--- config.mk ---
export PLATFORM = sky130hd
export DESIGN_NAME = dac_serial_front
export DESIGN_NICKNAME = d
export VERILOG_FILES = /design/src/rtl/dac_fe_pkg.sv /design/src/rtl/dac_fe_sync.sv /design/src/rtl/dac_fe_decode.sv /design/src/rtl/dac_serial_front.sv
export SDC_FILE = /design/constraint.sdc
export NUM_CORES = 1
export LEC_CHECK = 0
export BUFFER_PORTS_ARGS = -buffer_cell sky130_fd_sc_hd__buf_2
export CORE_AREA = 2 2 74 76
export CTS_CLUSTER_DIAMETER = 40
export DETAILED_ROUTE_END_ITERATION = 10
export DIE_AREA = 0 0 76 78
export HOLD_SLACK_MARGIN = 0.1
export PLACE_DENSITY_LB_ADDON = 0.2
export SLEW_MARGIN = 20
export SYNTH_ARGS = -nofsm -noshare
export SYNTH_HDL_FRONTEND = slang
export SYNTH_SLANG_ARGS = --single-unit
--- constraint.sdc ---
create_clock -name clk -period 2.36 [get_ports clk]
set_input_delay 0.472 -clock clk [delete_from_list [all_inputs] [get_ports clk]]
set_output_delay 0.472 -clock clk [all_outputs]
set_load 0.01 [all_outputs]
--- src/rtl/dac_fe_pkg.sv ---
package dac_fe_pkg;

    typedef enum logic [3:0] {
        CMD_NOP       = 4'b0000,
        CMD_LOAD      = 4'b0001,
        CMD_READBACK  = 4'b0010,
        CMD_EDGE_RISE = 4'b1011,
        CMD_EDGE_FALL = 4'b1100
    } fe_cmd_e;

    // index of each serial pin inside the synchronizer vector
    localparam int PIN_FRAME = 0;
    localparam int PIN_SCLK  = 1;
    localparam int PIN_SDIN  = 2;
    localparam int PIN_COUNT = 3;

endpackage

--- src/rtl/dac_fe_sync.sv ---
module dac_fe_sync #(
    parameter int          WIDTH   = 3,
    parameter int          STAGES  = 2,
    parameter logic [WIDTH-1:0] RST_VAL = '0
) (
    input  logic             clk,
    input  logic             rst,
    input  logic [WIDTH-1:0] pin_i,
    output logic [WIDTH-1:0] sync_o,
    output logic [WIDTH-1:0] prev_o
);
    // stages 0..STAGES-1 synchronize, stage STAGES keeps the previous sample
    localparam int DEPTH = STAGES + 1;

    logic [WIDTH-1:0] pipe_d [DEPTH];
    logic [WIDTH-1:0] pipe_q [DEPTH];

    always_comb begin
        pipe_d[0] = pin_i;
        for (int s = 1; s < DEPTH; s++) begin
            pipe_d[s] = pipe_q[s-1];
        end
    end

    genvar g;
    generate
        for (g = 0; g < DEPTH; g++) begin : g_stage
            always_ff @(posedge clk) begin
                if (rst) pipe_q[g] <= RST_VAL;
                else     pipe_q[g] <= pipe_d[g];
            end
        end
    endgenerate

    assign sync_o = pipe_q[STAGES-1];
    assign prev_o = pipe_q[STAGES];
endmodule

--- src/rtl/dac_fe_decode.sv ---
module dac_fe_decode
    import dac_fe_pkg::*;
#(
    parameter int FRAME_W = 16,
    parameter int CMD_W   = 4,
    parameter int CODE_W  = 8
) (
    input  logic [FRAME_W-1:0] word_i,
    input  logic [CODE_W-1:0]  code_now_i,
    output logic               load_o,
    output logic               readback_o,
    output logic               set_rise_o,
    output logic               clr_rise_o,
    output logic [CODE_W-1:0]  code_o,
    output logic [FRAME_W-1:0] readback_word_o
);
    localparam int PAD_W = FRAME_W - CMD_W - CODE_W;

    logic [CMD_W-1:0] cmd;

    always_comb begin
        cmd             = word_i[FRAME_W-1 -: CMD_W];
        code_o          = word_i[FRAME_W-CMD_W-1 -: CODE_W];
        load_o          = (cmd == CMD_W'(CMD_LOAD));
        readback_o      = (cmd == CMD_W'(CMD_READBACK));
        set_rise_o      = (cmd == CMD_W'(CMD_EDGE_RISE));
        clr_rise_o      = (cmd == CMD_W'(CMD_EDGE_FALL));
        readback_word_o = {{CMD_W{1'b0}}, code_now_i, {PAD_W{1'b0}}};
    end
endmodule

--- src/rtl/dac_serial_front.sv ---
module dac_serial_front
    import dac_fe_pkg::*;
#(
    parameter int FRAME_W = 16,
    parameter int CMD_W   = 4,
    parameter int CODE_W  = 8,
    parameter int SYNC_STAGES = 2
) (
    input  logic              clk,
    input  logic              rst,
    input  logic              frame_n,
    input  logic              sclk,
    input  logic              sdin,
    output logic              sdo,
    output logic [CODE_W-1:0] dac_code,
    output logic              sample_rising
);
    localparam int CNT_W = $clog2(FRAME_W + 1);
    localparam logic [CNT_W-1:0] CNT_FULL = CNT_W'(FRAME_W);
    localparam logic [CNT_W-1:0] CNT_LAST = CNT_W'(FRAME_W - 1);

    typedef struct packed {
        logic [FRAME_W-1:0] sreg;
        logic [CNT_W-1:0]   cnt;
        logic [CODE_W-1:0]  code;
        logic               rise_mode;
        logic               sdo;
    } fe_state_t;

    fe_state_t st_d, st_q;

    logic [PIN_COUNT-1:0] pins, pin_s, pin_p;

    assign pins[PIN_FRAME] = frame_n;
    assign pins[PIN_SCLK]  = sclk;
    assign pins[PIN_SDIN]  = sdin;

    dac_fe_sync #(
        .WIDTH   (PIN_COUNT),
        .STAGES  (SYNC_STAGES),
        .RST_VAL (PIN_COUNT'(1) << PIN_FRAME)
    ) u_sync (
        .clk    (clk),
        .rst    (rst),
        .pin_i  (pins),
        .sync_o (pin_s),
        .prev_o (pin_p)
    );

    logic frame_s, in_frame, start, sclk_up, sclk_dn, samp, shift_out, latch;
    logic [FRAME_W-1:0] word, rb_word;
    logic               dec_load, dec_read, dec_rise, dec_fall;
    logic [CODE_W-1:0]  dec_code;

    always_comb begin
        frame_s   = pin_s[PIN_FRAME];
        in_frame  = ~frame_s;
        start     = in_frame & pin_p[PIN_FRAME];
        sclk_up   = pin_s[PIN_SCLK] & ~pin_p[PIN_SCLK];
        sclk_dn   = ~pin_s[PIN_SCLK] & pin_p[PIN_SCLK];
        samp      = st_q.rise_mode ? sclk_up : sclk_dn;
        shift_out = st_q.rise_mode ? sclk_dn : sclk_up;
        word      = {st_q.sreg[FRAME_W-2:0], pin_s[PIN_SDIN]};
        latch     = in_frame & ~start & samp & (st_q.cnt == CNT_LAST);
    end

    dac_fe_decode #(
        .FRAME_W (FRAME_W),
        .CMD_W   (CMD_W),
        .CODE_W  (CODE_W)
    ) u_dec (
        .word_i          (word),
        .code_now_i      (st_q.code),
        .load_o          (dec_load),
        .readback_o      (dec_read),
        .set_rise_o      (dec_rise),
        .clr_rise_o      (dec_fall),
        .code_o          (dec_code),
        .readback_word_o (rb_word)
    );

    always_comb begin
        st_d = st_q;
        if (!in_frame) begin
            st_d.cnt = '0;
        end else if (start) begin
            st_d.cnt = '0;
            st_d.sdo = st_q.sreg[FRAME_W-1];
        end else if (st_q.cnt < CNT_FULL) begin
            if (samp) begin
                st_d.sreg = word;
                st_d.cnt  = st_q.cnt + 1'b1;
                if (latch) begin
                    if (dec_load) st_d.code = dec_code;
                    if (dec_read) st_d.sreg = rb_word;
                    if (dec_rise) st_d.rise_mode = 1'b1;
                    if (dec_fall) st_d.rise_mode = 1'b0;
                end
            end else if (shift_out) begin
                st_d.sdo = st_q.sreg[FRAME_W-1];
            end
        end
    end

    always_ff @(posedge clk) begin
        if (rst) st_q <= '0;
        else     st_q <= st_d;
    end

    assign sdo           = st_q.sdo;
    assign dac_code      = st_q.code;
    assign sample_rising = st_q.rise_mode;
endmodule

==> results <==
- The run finished with clean final reports.
- The source-to-sink clock delay at the later pin of the worst-skew pair is 280 ps.
- Leaving out fill and tap cells, the most frequent cells in the layout are 39 x sky130_fd_sc_hd__dfxtp_1, 21 x sky130_fd_sc_hd__nor2_1, 17 x sky130_fd_sc_hd__mux2i_1.
- In the synthesized netlist the dominant register cell turns out to be sky130_fd_sc_hd__dfxtp_1.
- The floorplan has 26 rows.
- The number of cells upsized or downsized after cts is 0.
- In this run, synthesis inferred 0 flip-flops with an integrated enable.
- The post-route clock skew is 4.88 ps.
- Summing over every cut layer, the via total after detailed routing is 1203.
- The worst setup path is captured at a register.
- The tree is rooted in a sky130_fd_sc_hd__clkbuf_8.
- Summing the areas of all and, or, nand and nor instances in the mapped netlist gives 21.6% of the synthesized area.
- The XOR/XNOR share of the synthesized area is 1.51%.
- For this run, the top clock speed supported by timing is 478 MHz.
- The total number of nets in the final design is 189.
- The Yosys step of the flow raised 0 warnings.
- The chip height is 78 um.
- The first TritonRoute pass finished after 4 iterations.
- The number of levels the H-tree was split into is 2.
- The first-pass GRT wire length is 5.66 mm.
- Of the total synthesized cell area, the portion taken by full adders, half adders and majority gates is 1.44%.
- The filler cells instantiated in the layout total 522.
- In this run, the number of DRC markers left after iteration 0 of detailed routing was 49.
- The synthesized netlist devotes 14.0% of its cell area to compound gates.
- Of the synthesized area, sequential elements account for 44.9%.
- The part of the cycle the worst path needs is 88.6%.
- The residual antenna-violating net count after detailed routing is 0.
- The largest fanout of any net on the critical path is 8.
- The smallest setup slack after layout is 268 ps.
- Buffers inserted to repair hold after CTS numbered 0.
- Dividing the detail-routed via count by the number of cells gives 4.75.
- The share of layout cells above drive strength 1 is 19.7%.
- The initial antenna violation count is 0.
- The main combinational cell family by area after synthesis is simple AND/OR/NAND/NOR gates.
- No sink is reached through more buffers than the 2 on the longest clock path.
- The smallest hold slack is 367 ps.
- Across every metal layer, demand over resource in global routing totals 11.9%.
- After the flow finishes, the layout carries non-filler instances totaling 253.
- 15 I/O pins were placed.
- The class of the worst hold path is in2reg.
- The final hold violation count is 0.
- After routing the design area is 0.00190 sq mm.
- For this design, the sink count on the clock tree is 39.
- Setup violations remaining at the end of the flow were counted as 0.
- The area growth from synthesis to layout is 8.99%.
- Wires add up to 3.19 mm.
- In the synthesized netlist the async set-or-reset flop fraction comes to 0%.
- Summing all placed instances gives a cell area of 0.00181 sq mm.
- The number of clock buffers added by TritonCTS is 5.
- The area of the core region is 0.00504 sq mm.
- Of the post-synthesis cell area, the part taken by muxes is 9.78%.
- Summing internal, switching and leakage power gives 1.13 mW.
- The count of placed standard cells including taps is 245.
- The net count after synthesis is 182.
- The average routed wire per standard cell is 12.6 um.
- In this run the post-CTS setup repair buffer count came out at 0.
- The average instance in the mapped netlist occupies 9.94 sq um.
- Across the run, the number of max-cap violations was 0.
- The worst-case IR drop observed on VDD is 0.307 mV.
- Setup repair after global routing left no endpoint under its margin.
- The library cell used most frequently in the layout, excluding fill and tap cells, is sky130_fd_sc_hd__dfxtp_1.
- The initial cell density of the core is 34.5%.
- The via count of the first global-routing pass is 1188.
- The weighted congestion at the end of routability-driven global placement is 0.732.
- The type of the worst setup path is reg2reg.
- After global routing the overflow that remains totals 0.
- Entering global routing, the biggest net connects 39 pins.
- Headroom to the max-slew limit came out at 53.1%.
- The netlist area before placement is 0.00174 sq mm.
- In this run the static leakage power is 0.747 nW.
- The area of the die is 0.00593 sq mm.
- Cells fill 37.6% of the core in the end.
- The synthesis-stage register bit count is 39.
- After synthesis, the netlist uses 40 different library cells.
- The number of remaining DRC errors is 0.
- The count of antenna diodes in the layout is 0.
- The total half-perimeter wirelength after legalization and detailed placement is 2.19 mm.
- The post-synthesis instance total is 175.
- During placement, the flow inserted port buffers numbering 14.
- The arrival time at the worst endpoint is 2240 ps.
- The power per cell area is 598 mW/mm^2.
- The worst path in the final design needs a cycle of 2090 ps, including I/O delays and setup.
- Clock-pin slew was measured on the worst setup and hold paths at 70 ps.
- The max-slew violation count is 0.
- The clock tree from TritonCTS is yes.
- At the pin with the least slew margin, the transition time is 703 ps.
- The type of element launching the critical path is a register.
- At the worst endpoint, the required time is 2510 ps.
- Timing analysis after detailed placement gives a worst setup slack of 289 ps.
- The setup TNS is 0 ps.
- The die is 76 um wide.
==> worst paths after layout <==
| kind | slack (ps) | cells past startpoint | endpoint | startpoint |
|---|---|---|---|---|
| max | 270 | 7 | dac_code[5] | st_q[10] |
| min reg2reg | 410 | 1 | u_sync.pipe_q[1][0] | u_sync.pipe_q[0][0] |
| max reg2reg | 270 | 7 | dac_code[5] | st_q[10] |
| min | 370 | 2 | u_sync.pipe_q[0][0] | frame_n |
==> cell families (layout without fill, tap and decap cells) <==
| family | count (synthesis) | in the layout |
|---|---|---|
| AND/OR/NAND/NOR | 65 | 65 |
| flip-flops | 39 | 39 |
| AO/OA/AOI/OAI | 31 | 31 |
| buffers and inverters | 18 | 26 |
| multiplexers | 17 | 17 |
| XOR/XNOR | 3 | 3 |
| adder cells (fa/ha/maj) | 2 | 2 |
==> flip-flops by register name (all words and copies together) (netlist names) <==
register,cells
dac_code,8
st_q,21
sdo,1
sample_rising,1
u_sync.pipe_q,8
==> layer usage <==
layer  global-route usage, %  vias up  share of wire, %
met5                       0        -                 0
met4                    4.36        0               1.7
met3                    3.60        7               3.5
met2                    18.2       19                44
met1                    16.0      551                50
li1                        -      626                 -
==> critical path, stage by stage (launching register included) <==
cell and delay [ps]:
sky130_fd_sc_hd__dfxtp_1 380, sky130_fd_sc_hd__ha_1 180, sky130_fd_sc_hd__and3_1 160, sky130_fd_sc_hd__ha_1 170, sky130_fd_sc_hd__nor3b_1 310, sky130_fd_sc_hd__o2111ai_2 440, sky130_fd_sc_hd__mux2i_1 270, sky130_fd_sc_hd__nor2_1 60
==> cell type report <==
class | instances | area [sq um] | area share (%)
clock buffers | 7 | 76.3 | 4.03
clock inverters | 1 | 5.00 | 0.264
inverters | 2 | 7.51 | 0.396
multi-input cells | 118 | 841 | 44.4
flip-flops and latches | 39 | 781 | 41.2
well taps | 70 | 87.6 | 4.62
repair buffers | 16 | 97.6 | 5.15
==> power breakdown <==
group          leakage (nW)  switching [mW]  internal, mW
registers             0.316         0.00995         0.665
logic                 0.389          0.0187        0.0136
clock network        0.0422           0.218         0.207
total                 0.747           0.247         0.886
==> synthesized netlist by cell type (2+ instances only) <==
library cell	instances	share of area (%)
sky130_fd_sc_hd__o22ai_1	2	0.72
sky130_fd_sc_hd__nand2_1	12	2.6
sky130_fd_sc_hd__a211oi_1	3	1.3
sky130_fd_sc_hd__mux2i_1	17	9.8
sky130_fd_sc_hd__a211oi_2	5	3.6
sky130_fd_sc_hd__nor2b_1	5	1.8
sky130_fd_sc_hd__or2_2	3	1.1
sky130_fd_sc_hd__xor2_1	2	1.0
sky130_fd_sc_hd__nand2b_1	4	1.4
sky130_fd_sc_hd__buf_6	2	1.3
sky130_fd_sc_hd__ha_1	2	1.4
sky130_fd_sc_hd__or3_1	2	0.72
sky130_fd_sc_hd__nand3_1	2	0.58
sky130_fd_sc_hd__nand3b_1	3	1.3
sky130_fd_sc_hd__nor2_1	21	4.5
sky130_fd_sc_hd__a21oi_1	8	2.3
sky130_fd_sc_hd__nor3b_1	5	2.2
sky130_fd_sc_hd__buf_4	9	3.9
sky130_fd_sc_hd__o21ai_0	5	1.4
sky130_fd_sc_hd__dfxtp_1	39	45
sky130_fd_sc_hd__inv_1	2	0.43
sky130_fd_sc_hd__clkbuf_1	4	0.86
Note: power is estimated with default switching activity, not from simulation.
